===== src/rtl/bfc_pkg.sv =====
package bfc_pkg;
  localparam int XLEN  = 32;
  localparam int IDX_W = $clog2(XLEN);
  localparam int REG_W = 4;

  typedef enum logic {
    FMT_WIDE  = 1'b0,
    FMT_SPLIT = 1'b1
  } fmt_e;

  typedef struct packed {
    logic [IDX_W-1:0] hi;
    logic [IDX_W-1:0] lo;
    logic [REG_W-1:0] rd;
  } field_t;
endpackage


===== src/rtl/bfc_decode.sv =====
module bfc_decode
  import bfc_pkg::*;
(
  input  logic        fmt_i,
  input  logic [31:0] insn_i,
  output field_t      fld_o
);
  always_comb begin
    if (fmt_e'(fmt_i) == FMT_SPLIT) begin
      fld_o.hi = insn_i[4:0];
      fld_o.rd = insn_i[11:8];
      fld_o.lo = {insn_i[14:12], insn_i[7:6]}; // split immediate
    end else begin
      fld_o.hi = insn_i[20:16];
      fld_o.rd = insn_i[15:12];
      fld_o.lo = insn_i[11:7];
    end
  end
endmodule


===== src/rtl/bfc_mask.sv =====
module bfc_mask #(
  parameter int DATA_W = 32,
  localparam int IDX_W = $clog2(DATA_W)
) (
  input  logic [IDX_W-1:0]  lo_i,
  input  logic [IDX_W-1:0]  hi_i,
  output logic [DATA_W-1:0] mask_o
);
  // one comparator pair per bit: constant depth, data independent
  for (genvar b = 0; b < DATA_W; b++) begin : g_bit
    localparam logic [IDX_W-1:0] POS = IDX_W'(b);
    assign mask_o[b] = (POS >= lo_i) && (POS <= hi_i);
  end
endmodule


===== src/rtl/bfc_legal.sv =====
module bfc_legal
  import bfc_pkg::*;
#(
  parameter logic [REG_W-1:0] BAD_RD = '1
) (
  input  field_t fld_i,
  output logic   illegal_o
);
  assign illegal_o = (fld_i.rd == BAD_RD) || (fld_i.hi < fld_i.lo);
endmodule


===== src/rtl/bfc_unit.sv =====
module bfc_unit
  import bfc_pkg::*;
#(
  parameter int DATA_W = XLEN
) (
  input  logic              clk_i,
  input  logic              rst_ni,
  input  logic              valid_i,
  input  logic              fmt_i,
  input  logic [31:0]       insn_i,
  input  logic              cond_pass_i,
  input  logic [DATA_W-1:0] src_i,
  output logic              valid_o,
  output logic [DATA_W-1:0] result_o,
  output logic [REG_W-1:0]  rd_o,
  output logic              wr_en_o,
  output logic              unpred_o
);
  field_t            fld;
  logic [DATA_W-1:0] mask;
  logic              illegal;

  bfc_decode u_dec (.fmt_i(fmt_i), .insn_i(insn_i), .fld_o(fld));

  bfc_mask #(.DATA_W(DATA_W)) u_mask (.lo_i(fld.lo), .hi_i(fld.hi), .mask_o(mask));

  bfc_legal u_legal (.fld_i(fld), .illegal_o(illegal));

  always_ff @(posedge clk_i or negedge rst_ni) begin
    if (!rst_ni) begin
      valid_o  <= 1'b0;
      wr_en_o  <= 1'b0;
      unpred_o <= 1'b0;
    end else begin
      valid_o  <= valid_i;
      wr_en_o  <= valid_i && cond_pass_i && !illegal;
      unpred_o <= valid_i && cond_pass_i && illegal;
    end
  end

  always_ff @(posedge clk_i or negedge rst_ni) begin
    if (!rst_ni) begin
      result_o <= '0;
      rd_o     <= '0;
    end else if (valid_i) begin
      result_o <= src_i & ~mask;
      rd_o     <= fld.rd;
    end
  end
endmodule


===== config.mk =====
export PLATFORM = sky130hd
export DESIGN_NAME = bfc_unit
export DESIGN_NICKNAME = d
export VERILOG_FILES = /design/src/rtl/bfc_pkg.sv /design/src/rtl/bfc_decode.sv /design/src/rtl/bfc_mask.sv /design/src/rtl/bfc_legal.sv /design/src/rtl/bfc_unit.sv
export SDC_FILE = /design/constraint.sdc
export NUM_CORES = 1
export LEC_CHECK = 0
export BUFFER_PORTS_ARGS = -buffer_cell sky130_fd_sc_hd__buf_2
export CORE_MARGIN = 3
export CORE_UTILIZATION = 25
export CTS_BUF_LIST = sky130_fd_sc_hd__clkbuf_8
export CTS_CLUSTER_SIZE = 24
export DETAILED_ROUTE_END_ITERATION = 16
export PLACE_DENSITY = 0.48
export SLEW_MARGIN = 15
export SYNTH_ARGS = -nofsm -noshare
export SYNTH_HDL_FRONTEND = slang
export SYNTH_HIERARCHICAL = 1
export SYNTH_SLANG_ARGS = --single-unit

===== constraint.sdc =====
create_clock -name clk_i -period 0.8 [get_ports clk_i]
set_input_delay 0.24 -clock clk_i [delete_from_list [all_inputs] [get_ports clk_i]]
set_output_delay 0.24 -clock clk_i [all_outputs]
set_load 0.05 [all_outputs]

==> flow_summary.ini, run 1 <==
[critical_path]
ff2ff_path_depth = 1
regToRegEndpoint = rd_o[0]
r2r_slack_ns = 0
startpoint_type = primary input
crit_fanout = 6
worst_ep_arrival_time_ns = 1.55
crit-reg2reg-launch = rd_o[0]
endpoint_kind = flip-flop
wp_data_required_ns = 0.98
crit_type = in -> reg

[die]
floorplan.die.height_um = 104
num_io_pins = 108
initial_utilization_pct = 25.9
number_of_cell_rows = 35
fp.dieArea_mm2 = 0.0108
die_width_um = 104
design.core.area_mm2 = 0.00928

[place]
finalWeightedCongestion = 0.848
detailed_place.area_mm2 = 0.00333
port-buffer-count = 95
pre_cts_slack_ns = -1.25
dp_hpwl_um = 5770
numPlacedInstances = 496

[final_layout]
antennaDiodeCount = 0
final_layout_size_suffix_gt1_share_pct = 69.7
layout.core_utilization_pct = 48.5
layout.cells.most_common_list = sky130_fd_sc_hd__buf_2, sky130_fd_sc_hd__buf_6, sky130_fd_sc_hd__buf_4
final-instance-count-excl-fill = 538
final_common_cell = sky130_fd_sc_hd__buf_2
fin_nets = 481
synthToLayoutAreaGrowth_pct = 87.5
postLayoutCellArea_mm2 = 0.00451

[clocking]
clock-sinks = 39
h-tree-depth = 2
cts_root_buffer = sky130_fd_sc_hd__clkbuf_8
tritoncts = done
ctsLongestPathBuffers = 2
clk_pin_slew_worst_paths_ns = 0.08
worstSkewPairLatency_ns = 0.30
tritoncts.num_buffers = 5

[status]
status = finished, violations left
violations_in_the_final_reports = negative setup slack

[synthesis]
synth_area_mm2 = 0.00240
yosysWarnings = 6
share_of_synthesized_flip_flops_with_an_asynchronous_set_or_reset_pct = 100
seq_area_frac_synth_pct = 40.6
synthesis.area_per_instance_um2 = 9.32
synthFlopType = sky130_fd_sc_hd__dfrtp_1
syn_nets = 331
number_of_enable_type_register_cells_in_the_synthesized_netlist = 0
synth_cell_types = 40
yosys_register_bits = 39
post_synth_inst_count = 258

[sta]
hold_viol_final = 0
report.final.setup_viol = 77
layout_setup_ws_ns = -0.569
slew_viol_final = 0
max-slew-margin-rel_pct = 80.4
grt_setup_unrepaired = yes
timing.clock.skew_ns = 0
final.period_utilization_pct = 171
finalWorstPathRequiredPeriod_ns = 1.37
max_freq_ghz = 0.731
worst_pin_slew_ns = 0.294

[worst_hold_path]
min_delay_worst_endpoint = wr_en_o
hold_class = in -> reg
worst_hold_path.num_cells = 3
worst_hold_startpoint = cond_pass_i

[drt]
wl_per_cell_um = 17.1
first_pass_iters = 4
drt_wl_total_um = 9210
detailroute.via_count = 2542
drc = 0
drtIter0Drc = 120
route.antenna.remaining_nets = 0
viasPerCell = 4.72

[power]
total_power_mw = 7.25
leakagePower_nw = 2.00
power_density_mw_per_mm2 = 1610
worst_ir_drop_vdd_mv = 0.704

[grt]
grt_overflow = 0
grt_max_degree = 56
wire_length_of_the_first_global_routing_pass_um = 14600
antenna_found_initial = 0
grt_util_all_layers_pct = 16.9
first_global_vias = 2667

[job]
max-cap-violations = 0
-- power breakdown --
group	total, mW	switching, mW	leakage [nW]	internal (mW)
clock network	1.55	0.762	0.0505	0.786
logic	3.33	1.85	1.51	1.48
registers	2.37	0.158	0.439	2.22
total	7.25	2.77	2.00	4.49
-- critical path: stages --
cell	delay, ns
sky130_fd_sc_hd__buf_16	0.12
sky130_fd_sc_hd__mux2_4	0.34
sky130_fd_sc_hd__or4_4	0.54
sky130_fd_sc_hd__a21oi_2	0.14
sky130_fd_sc_hd__nand3b_1	0.11
sky130_fd_sc_hd__o21ai_1	0.06
-- stage by stage --
stage,hold slack [ns],TNS (ns)
2_1_floorplan,-0.0556,-25.03
3_3_place_gp,0.233,-39.33
3_5_place_dp,0.237,-39.62
4_1_cts,0.162,-29.07
5_1_grt,0.167,-31.69
6_report,0.170,-29.06
-- Yosys cell counts (3+ instances only) --
cell / count / share of area (%)
sky130_fd_sc_hd__o21ai_0: 33 / 6.9
sky130_fd_sc_hd__a311oi_1: 6 / 2.2
sky130_fd_sc_hd__dfrtp_1: 39 / 41
sky130_fd_sc_hd__clkbuf_1: 4 / 0.62
sky130_fd_sc_hd__nand3b_1: 31 / 9.7
sky130_fd_sc_hd__a221oi_1: 6 / 2.2
sky130_fd_sc_hd__mux2_4: 4 / 2.5
sky130_fd_sc_hd__ha_1: 4 / 2.1
sky130_fd_sc_hd__nor3_1: 3 / 0.62
sky130_fd_sc_hd__nand2_1: 6 / 0.94
sky130_fd_sc_hd__or3_1: 3 / 0.78
sky130_fd_sc_hd__nor2_1: 7 / 1.1
sky130_fd_sc_hd__nand3_1: 3 / 0.62
sky130_fd_sc_hd__inv_1: 37 / 5.8
sky130_fd_sc_hd__and3_1: 3 / 0.78
sky130_fd_sc_hd__mux2_2: 14 / 6.6
sky130_fd_sc_hd__a21oi_1: 8 / 1.7
sky130_fd_sc_hd__buf_6: 5 / 2.3
sky130_fd_sc_hd__buf_2: 10 / 2.1
sky130_fd_sc_hd__a211oi_1: 7 / 2.2
-- layout make-up --
class,count,area [µm²]
clock buffers,7,96.3
multi-input cells,166,1670
flip-flops and latches,39,1020
well taps,129,161
inverters,38,146
repair buffers,158,1410
fillers,895,4780
clock inverters,1,7.51
-- how the worst max path moves through the flow --
stage	startpoint	to	slack (ns)	depth (start not counted)
2_1_floorplan	fmt_i	result_o[16]	-0.84	7
3_3_place_gp	fmt_i	result_o[26]	-1.25	7
3_5_place_dp	fmt_i	result_o[26]	-1.25	7
4_1_cts	fmt_i	result_o[16]	-0.58	6
5_1_grt	fmt_i	result_o[19]	-0.60	7
6_report	fmt_i	result_o[16]	-0.57	6
-- repair_timing --
| action | in CTS | in global routing |
|---|---|---|
| hold buffers | 1 | 0 |
| setup endpoints to repair | 77 | 77 |
| pin swaps | 20 | 15 |
| hold endpoints to repair | 39 | 0 |
| buffers inserted | 16 | 10 |
| gates resized for setup | 160 | 31 |
| gates cloned | 7 | 1 |
-- registers in the layout, indices dropped and copies added, names as in the netlist --
name and flops:
result_o 32, rd_o 4, unpred_o 1, valid_o 1, wr_en_o 1
-- routing by layer --
metal | up-vias | part of all wire [%] | GRT usage (%)
met5 | - | 0 | 0
met4 | 0 | 1.7 | 4.65
met3 | 11 | 5.2 | 3.10
met2 | 91 | 47 | 27.3
met1 | 1212 | 46 | 23.0
li1 | 1228 | - | -
-- cell families (layout without fill, tap and decap cells) --
kind of cell,after synthesis,count (layout),synth area share (%)
DFF,39,39,40.6
AOI/OAI and AO/OA,74,74,19.8
and+or+nand+nor,65,65,17.2
muxes,18,23,9.06
buffers and inverters,58,204,11.3
adders and majority gates,4,4,2.08
Power figures use the tool's default switching activity.
==> run 2: changes to the inputs <==
--- a/config.mk
+++ b/config.mk
@@ -6,7 +6,6 @@
 export NUM_CORES = 1
 export LEC_CHECK = 0
 export BUFFER_PORTS_ARGS = -buffer_cell sky130_fd_sc_hd__buf_2
-export CORE_MARGIN = 3
 export CORE_UTILIZATION = 25
 export CTS_BUF_LIST = sky130_fd_sc_hd__clkbuf_8
 export CTS_CLUSTER_SIZE = 24
==> constraint.sdc (replaced) <==
create_clock -name clk_i -period 0.8 [get_ports clk_i]
set_input_delay 0.24 -clock clk_i [delete_from_list [all_inputs] [get_ports clk_i]]
set_output_delay 0.24 -clock clk_i [all_outputs]
set_load 0.02 [all_outputs]
==> flow_summary.ini, run 2 (synthesized netlist as in run 1, its figures left out) <==
[status]
status = finished, violations left
violations_in_the_final_reports = negative setup slack

[critical_path]
startpoint_type = primary input
endpoint_kind = flip-flop
max_stage_delay_ns = 0.55
cpMaxStageDelayCell = sky130_fd_sc_hd__or4_4
wp_data_required_ns = 0.98
crit_type = in -> reg
timing.critical_path.buf_inv = 1
crit_fanout = 6
critical_path.cell_chain = buf_16 > mux2_4 > or4_4 > a21oi_2 > nand3b_1 > o21ai_1
startpoint = fmt_i
cp_top_family = simple AND/OR/NAND/NOR gates
worst_ep_arrival_time_ns = 1.56
crit-reg2reg-launch = result_o[18]

[sta]
final.period_utilization_pct = 172
max_freq_ghz = 0.726
hold_viol_final = 0
slew_viol_final = 0
whs_ns = 0.151
grt_setup_unrepaired = yes
layout_setup_ws_ns = -0.578
worst_pin_slew_ns = 0.291
report.final.setup_viol = 77
finalWorstPathRequiredPeriod_ns = 1.38
max-slew-margin-rel_pct = 80.5
timing.clock.skew_ns = 0

[grt]
first_global_vias = 2446
antenna_found_initial = 0
grt_util_all_layers_pct = 16.6
grt_overflow = 0
grt_max_degree = 52
wire_length_of_the_first_global_routing_pass_um = 12800

[drt]
drt_wl_total_um = 8420
route.antenna.remaining_nets = 0
first_pass_iters = 4
drtIter0Drc = 120
drc = 0
wl_per_cell_um = 15.4
viasPerCell = 4.67
detailroute.via_count = 2543

[place]
dp_hpwl_um = 5540
port-buffer-count = 95
detailed_place.area_mm2 = 0.00332
finalWeightedCongestion = 0.801

[final_layout]
fin_nets = 488
largest_reg_flops = 32
layout.core_utilization_pct = 47.7
reg.largest.list = result_o (32), rd_o (4)
layout.cells.most_common_list = sky130_fd_sc_hd__buf_6, sky130_fd_sc_hd__buf_2, sky130_fd_sc_hd__buf_4
final_common_cell = sky130_fd_sc_hd__buf_6
postLayoutCellArea_mm2 = 0.00443
antennaDiodeCount = 0
synthToLayoutAreaGrowth_pct = 84.2
max_flop_register = result_o
final_layout_size_suffix_gt1_share_pct = 60.3

[worst_hold_path]
worst_hold_startpoint = cond_pass_i
hold_class = in -> reg

[die]
number_of_cell_rows = 35
floorplan.die.height_um = 100
initial_utilization_pct = 25.9
die_width_um = 100
fp.dieArea_mm2 = 0.0100
num_io_pins = 108
design.core.area_mm2 = 0.00928

[job]
max-cap-violations = 0

[clocking]
cts_root_buffer = sky130_fd_sc_hd__clkbuf_8
tritoncts = done
worstSkewPairLatency_ns = 0.30
ctsLongestPathBuffers = 2
clock-sinks = 39
h-tree-depth = 2
clk_pin_slew_worst_paths_ns = 0.09
tritoncts.num_buffers = 5

[power]
leakagePower_nw = 2.06
power_density_mw_per_mm2 = 1470
worst_ir_drop_vdd_mv = 0.584
total_power_mw = 6.50
run 2: power by group:
part	switching, mW	internal, mW
registers	0.156	2.18
clock network	0.725	0.597
logic	1.33	1.51
run 2: what timing repair did:
item                                    4_1_cts  5_1_grt
endpoints found under the hold margin        39        0
gates resized for setup                     171       22
gates cloned                                  3        1
buffers inserted                             14       18
hold buffers                                  1        0
pin swaps                                    18       19
endpoints found under the setup margin       77       77
run 2: per-stage QoR:
step	setup TNS, ns	setup WS, ns	cells
6_report	-28.13	-0.578	545
5_1_grt	-30.93	-0.606	545
4_1_cts	-27.55	-0.592	526
3_5_place_dp	-36.90	-1.15	501
3_3_place_gp	-36.09	-1.15	501
2_1_floorplan	-24.87	-0.842	258
run 2: path summary, 6_finish.rpt:
| check | slack, ns | depth (start not counted) | end |
|---|---|---|---|
| max in group asynchronous | 0.16 | 3 | result_o[6] |
| min in group asynchronous | 0.44 | 3 | rd_o[2] |
| hold / removal | 0.15 | 3 | wr_en_o |
| hold reg to reg | 0.53 | 2 | result_o[8] |
| setup reg to reg | -0.06 | 4 | result_o[18] |
| setup / recovery | -0.58 | 6 | result_o[16] |
run 2: area by class of cell:
| class | count | area, µm² |
|---|---|---|
| Inverter | 38 | 150 |
| Sequential cell | 39 | 976 |
| Timing Repair Buffer | 168 | 1480 |
| Tap cell | 129 | 161 |
| Fill cell | 907 | 4860 |
| Clock inverter | 3 | 16.3 |
| Clock buffer | 5 | 68.8 |
| Multi-Input combinational cell | 163 | 1570 |
run 2: worst min-delay path, cell delays in order:
cell and delay (ns):
sky130_fd_sc_hd__buf_2 0.10, sky130_fd_sc_hd__nand2_1 0.05, sky130_fd_sc_hd__nor2_1 0.04
run 2: per-layer routing:
layer  global-route usage (%)  vias to the layer above  routed length (µm)
met5                        0                        -                   0
met2                     27.5                       91                4090
li1                         -                     1226                   -
met4                     4.57                        0                 150
met3                     2.79                       15                 391
met1                     22.4                     1211                3780
==> run 3: changes to the inputs <==
--- a/config.mk
+++ b/config.mk
@@ -10,7 +10,7 @@
 export CTS_BUF_LIST = sky130_fd_sc_hd__clkbuf_8
 export CTS_CLUSTER_SIZE = 24
 export DETAILED_ROUTE_END_ITERATION = 16
-export PLACE_DENSITY = 0.48
+export PLACE_DENSITY = 0.55
 export SLEW_MARGIN = 15
 export SYNTH_ARGS = -nofsm -noshare
 export SYNTH_HDL_FRONTEND = slang
==> flow_summary.ini, run 3 (synthesized netlist as in run 1, its figures left out) <==
[status]
status = finished, violations left
violations_in_the_final_reports = negative setup slack

[critical_path]
max_stage_delay_ns = 0.41
regToRegEndpoint = rd_o[2]
worst_ep_arrival_time_ns = 1.67
critical_path.cell_chain = buf_8 > buf_6 > mux2_2 > or3_1 > a221oi_2 > nand3b_1 > o21ai_1
ff2ff_path_depth = 2
crit_fanout = 6
cpMaxStageDelayCell = sky130_fd_sc_hd__mux2_2
cp_top_family = simple AND/OR/NAND/NOR gates
wp_data_required_ns = 0.99
crit-reg2reg-launch = rd_o[2]
endpoint_kind = flip-flop
startpoint_type = primary input
timing.critical_path.buf_inv = 2
r2r_slack_ns = -0.10
crit_type = in -> reg

[final_layout]
fillerInstances = 901
max_flop_register = result_o
final_layout_size_suffix_gt1_share_pct = 60.2
reg.largest.list = result_o (32), rd_o (4)
synthToLayoutAreaGrowth_pct = 80.7
layout.cells.most_common_list = sky130_fd_sc_hd__buf_2, sky130_fd_sc_hd__buf_6, sky130_fd_sc_hd__buf_4
final_common_cell = sky130_fd_sc_hd__buf_2
antennaDiodeCount = 0
largest_reg_flops = 32
fin_nets = 484

[die]
fp.dieArea_mm2 = 0.0100
num_io_pins = 108
floorplan.die.height_um = 100
design.core.area_mm2 = 0.00928
initial_utilization_pct = 25.9
number_of_cell_rows = 35
die_width_um = 100

[drt]
route.antenna.remaining_nets = 0
viasPerCell = 4.68
drtIter0Drc = 117
drt_wl_total_um = 8140
first_pass_iters = 4
detailroute.via_count = 2530
wl_per_cell_um = 15.0
drc = 0

[sta]
hold_viol_final = 0
max_freq_ghz = 0.675
report.final.setup_viol = 77
timing.clock.skew_ns = 0
finalWorstPathRequiredPeriod_ns = 1.48
grt_setup_unrepaired = yes
worst_pin_slew_ns = 0.314
max-slew-margin-rel_pct = 79.1
layout_setup_ws_ns = -0.681
slew_viol_final = 0
final.period_utilization_pct = 185
whs_ns = 0.163

[grt]
grt_util_met3_pct = 2.92
grt_util_met1_pct = 21.8
antenna_found_initial = 0
met2_usage_pct = 26.5
top_usage_layer = met2
grt_max_degree = 40
wire_length_of_the_first_global_routing_pass_um = 12600
grt_overflow = 0
grt_util_all_layers_pct = 16.3
first_global_vias = 2514

[place]
dp_hpwl_um = 5690
pre_cts_slack_ns = -1.13
port-buffer-count = 95
finalWeightedCongestion = 0.806

[power]
netSwitchingFraction_pct = 34.2
power.internal_mw = 4.23
worst_ir_drop_vdd_mv = 0.694
leakagePower_nw = 2.00
power.share.clock_pct = 20.8
comb_power_share_pct = 42.9
switching_power_mw = 2.20
pwr-share-seq_pct = 36.3
total_power_mw = 6.43
power_density_mw_per_mm2 = 1480

[worst_hold_path]
worst_hold_startpoint = cond_pass_i
min_delay_worst_endpoint = wr_en_o
worst_hold_path.num_cells = 3
hold_class = in -> reg

[clocking]
clock-sinks = 39
cts_root_buffer = sky130_fd_sc_hd__clkbuf_8
clk_pin_slew_worst_paths_ns = 0.09
tritoncts = done
tritoncts.num_buffers = 5
worstSkewPairLatency_ns = 0.29
h-tree-depth = 2
ctsLongestPathBuffers = 2

[job]
max-cap-violations = 0
[run 3: area by class of cell]
type | instances | area, µm² | share of cell area (%)
Inverter | 38 | 148 | 3.40
Sequential cell | 39 | 976 | 22.5
Timing Repair Buffer | 164 | 1400 | 32.3
Multi-Input combinational cell | 163 | 1570 | 36.1
Clock inverter | 3 | 16.3 | 0.375
Clock buffer | 5 | 68.8 | 1.58
Tap cell | 129 | 161 | 3.72
[run 3: through the flow]
stage / cell area (µm²) / std cells / utilization (%) / setup TNS [ns]
final: 4340 / 541 / 46.8 / -31.34
after global routing: 4340 / 541 / 46.8 / -34.12
after CTS: 4110 / 527 / 44.3 / -31.08
after detailed placement: 3400 / 510 / 36.6 / -37.02
after global placement: 3400 / 510 / 36.6 / -36.45
after floorplan: 2510 / 258 / - / -24.87
[run 3: worst max path at each step]
stage	end	depth (start not counted)	startpoint
global route	result_o[16]	7	fmt_i
global placement	result_o[27]	9	fmt_i
floorplan	result_o[16]	7	fmt_i
finish	result_o[17]	7	fmt_i
detailed placement	result_o[27]	9	fmt_i
CTS	result_o[16]	7	fmt_i
[run 3: timing repair]
item / CTS / global route
cloned: 2 / 0
endpoints found under the setup margin: 77 / 77
endpoints found under the hold margin: 39 / 0
hold buffers: 1 / 0
gates resized for setup: 158 / 28
buffers inserted: 6 / 15
pin swaps: 23 / 12
[run 3: layer usage]
metal	up-vias	share of wire [%]
li1	1219	-
met2	104	47
met1	1189	44
met5	-	0
met4	0	2.6
met3	18	6.3
[run 3: worst reg2reg max path, cell delays in order (launching register included)]
cell and delay (ns):
sky130_fd_sc_hd__dfrtp_1 0.40, sky130_fd_sc_hd__buf_4 0.13, sky130_fd_sc_hd__mux2_4 0.25
[run 3: power groups by stage]
stage	clock network (mW)	logic, mW	registers, mW
6_report	1.34	2.76	2.33
5_1_grt	1.47	2.96	2.36
3_5_place_dp	0	1.93	2.32
4_1_cts	1.38	2.52	2.34
2_1_floorplan	0	0.845	2.59
3_3_place_gp	0	1.92	2.32
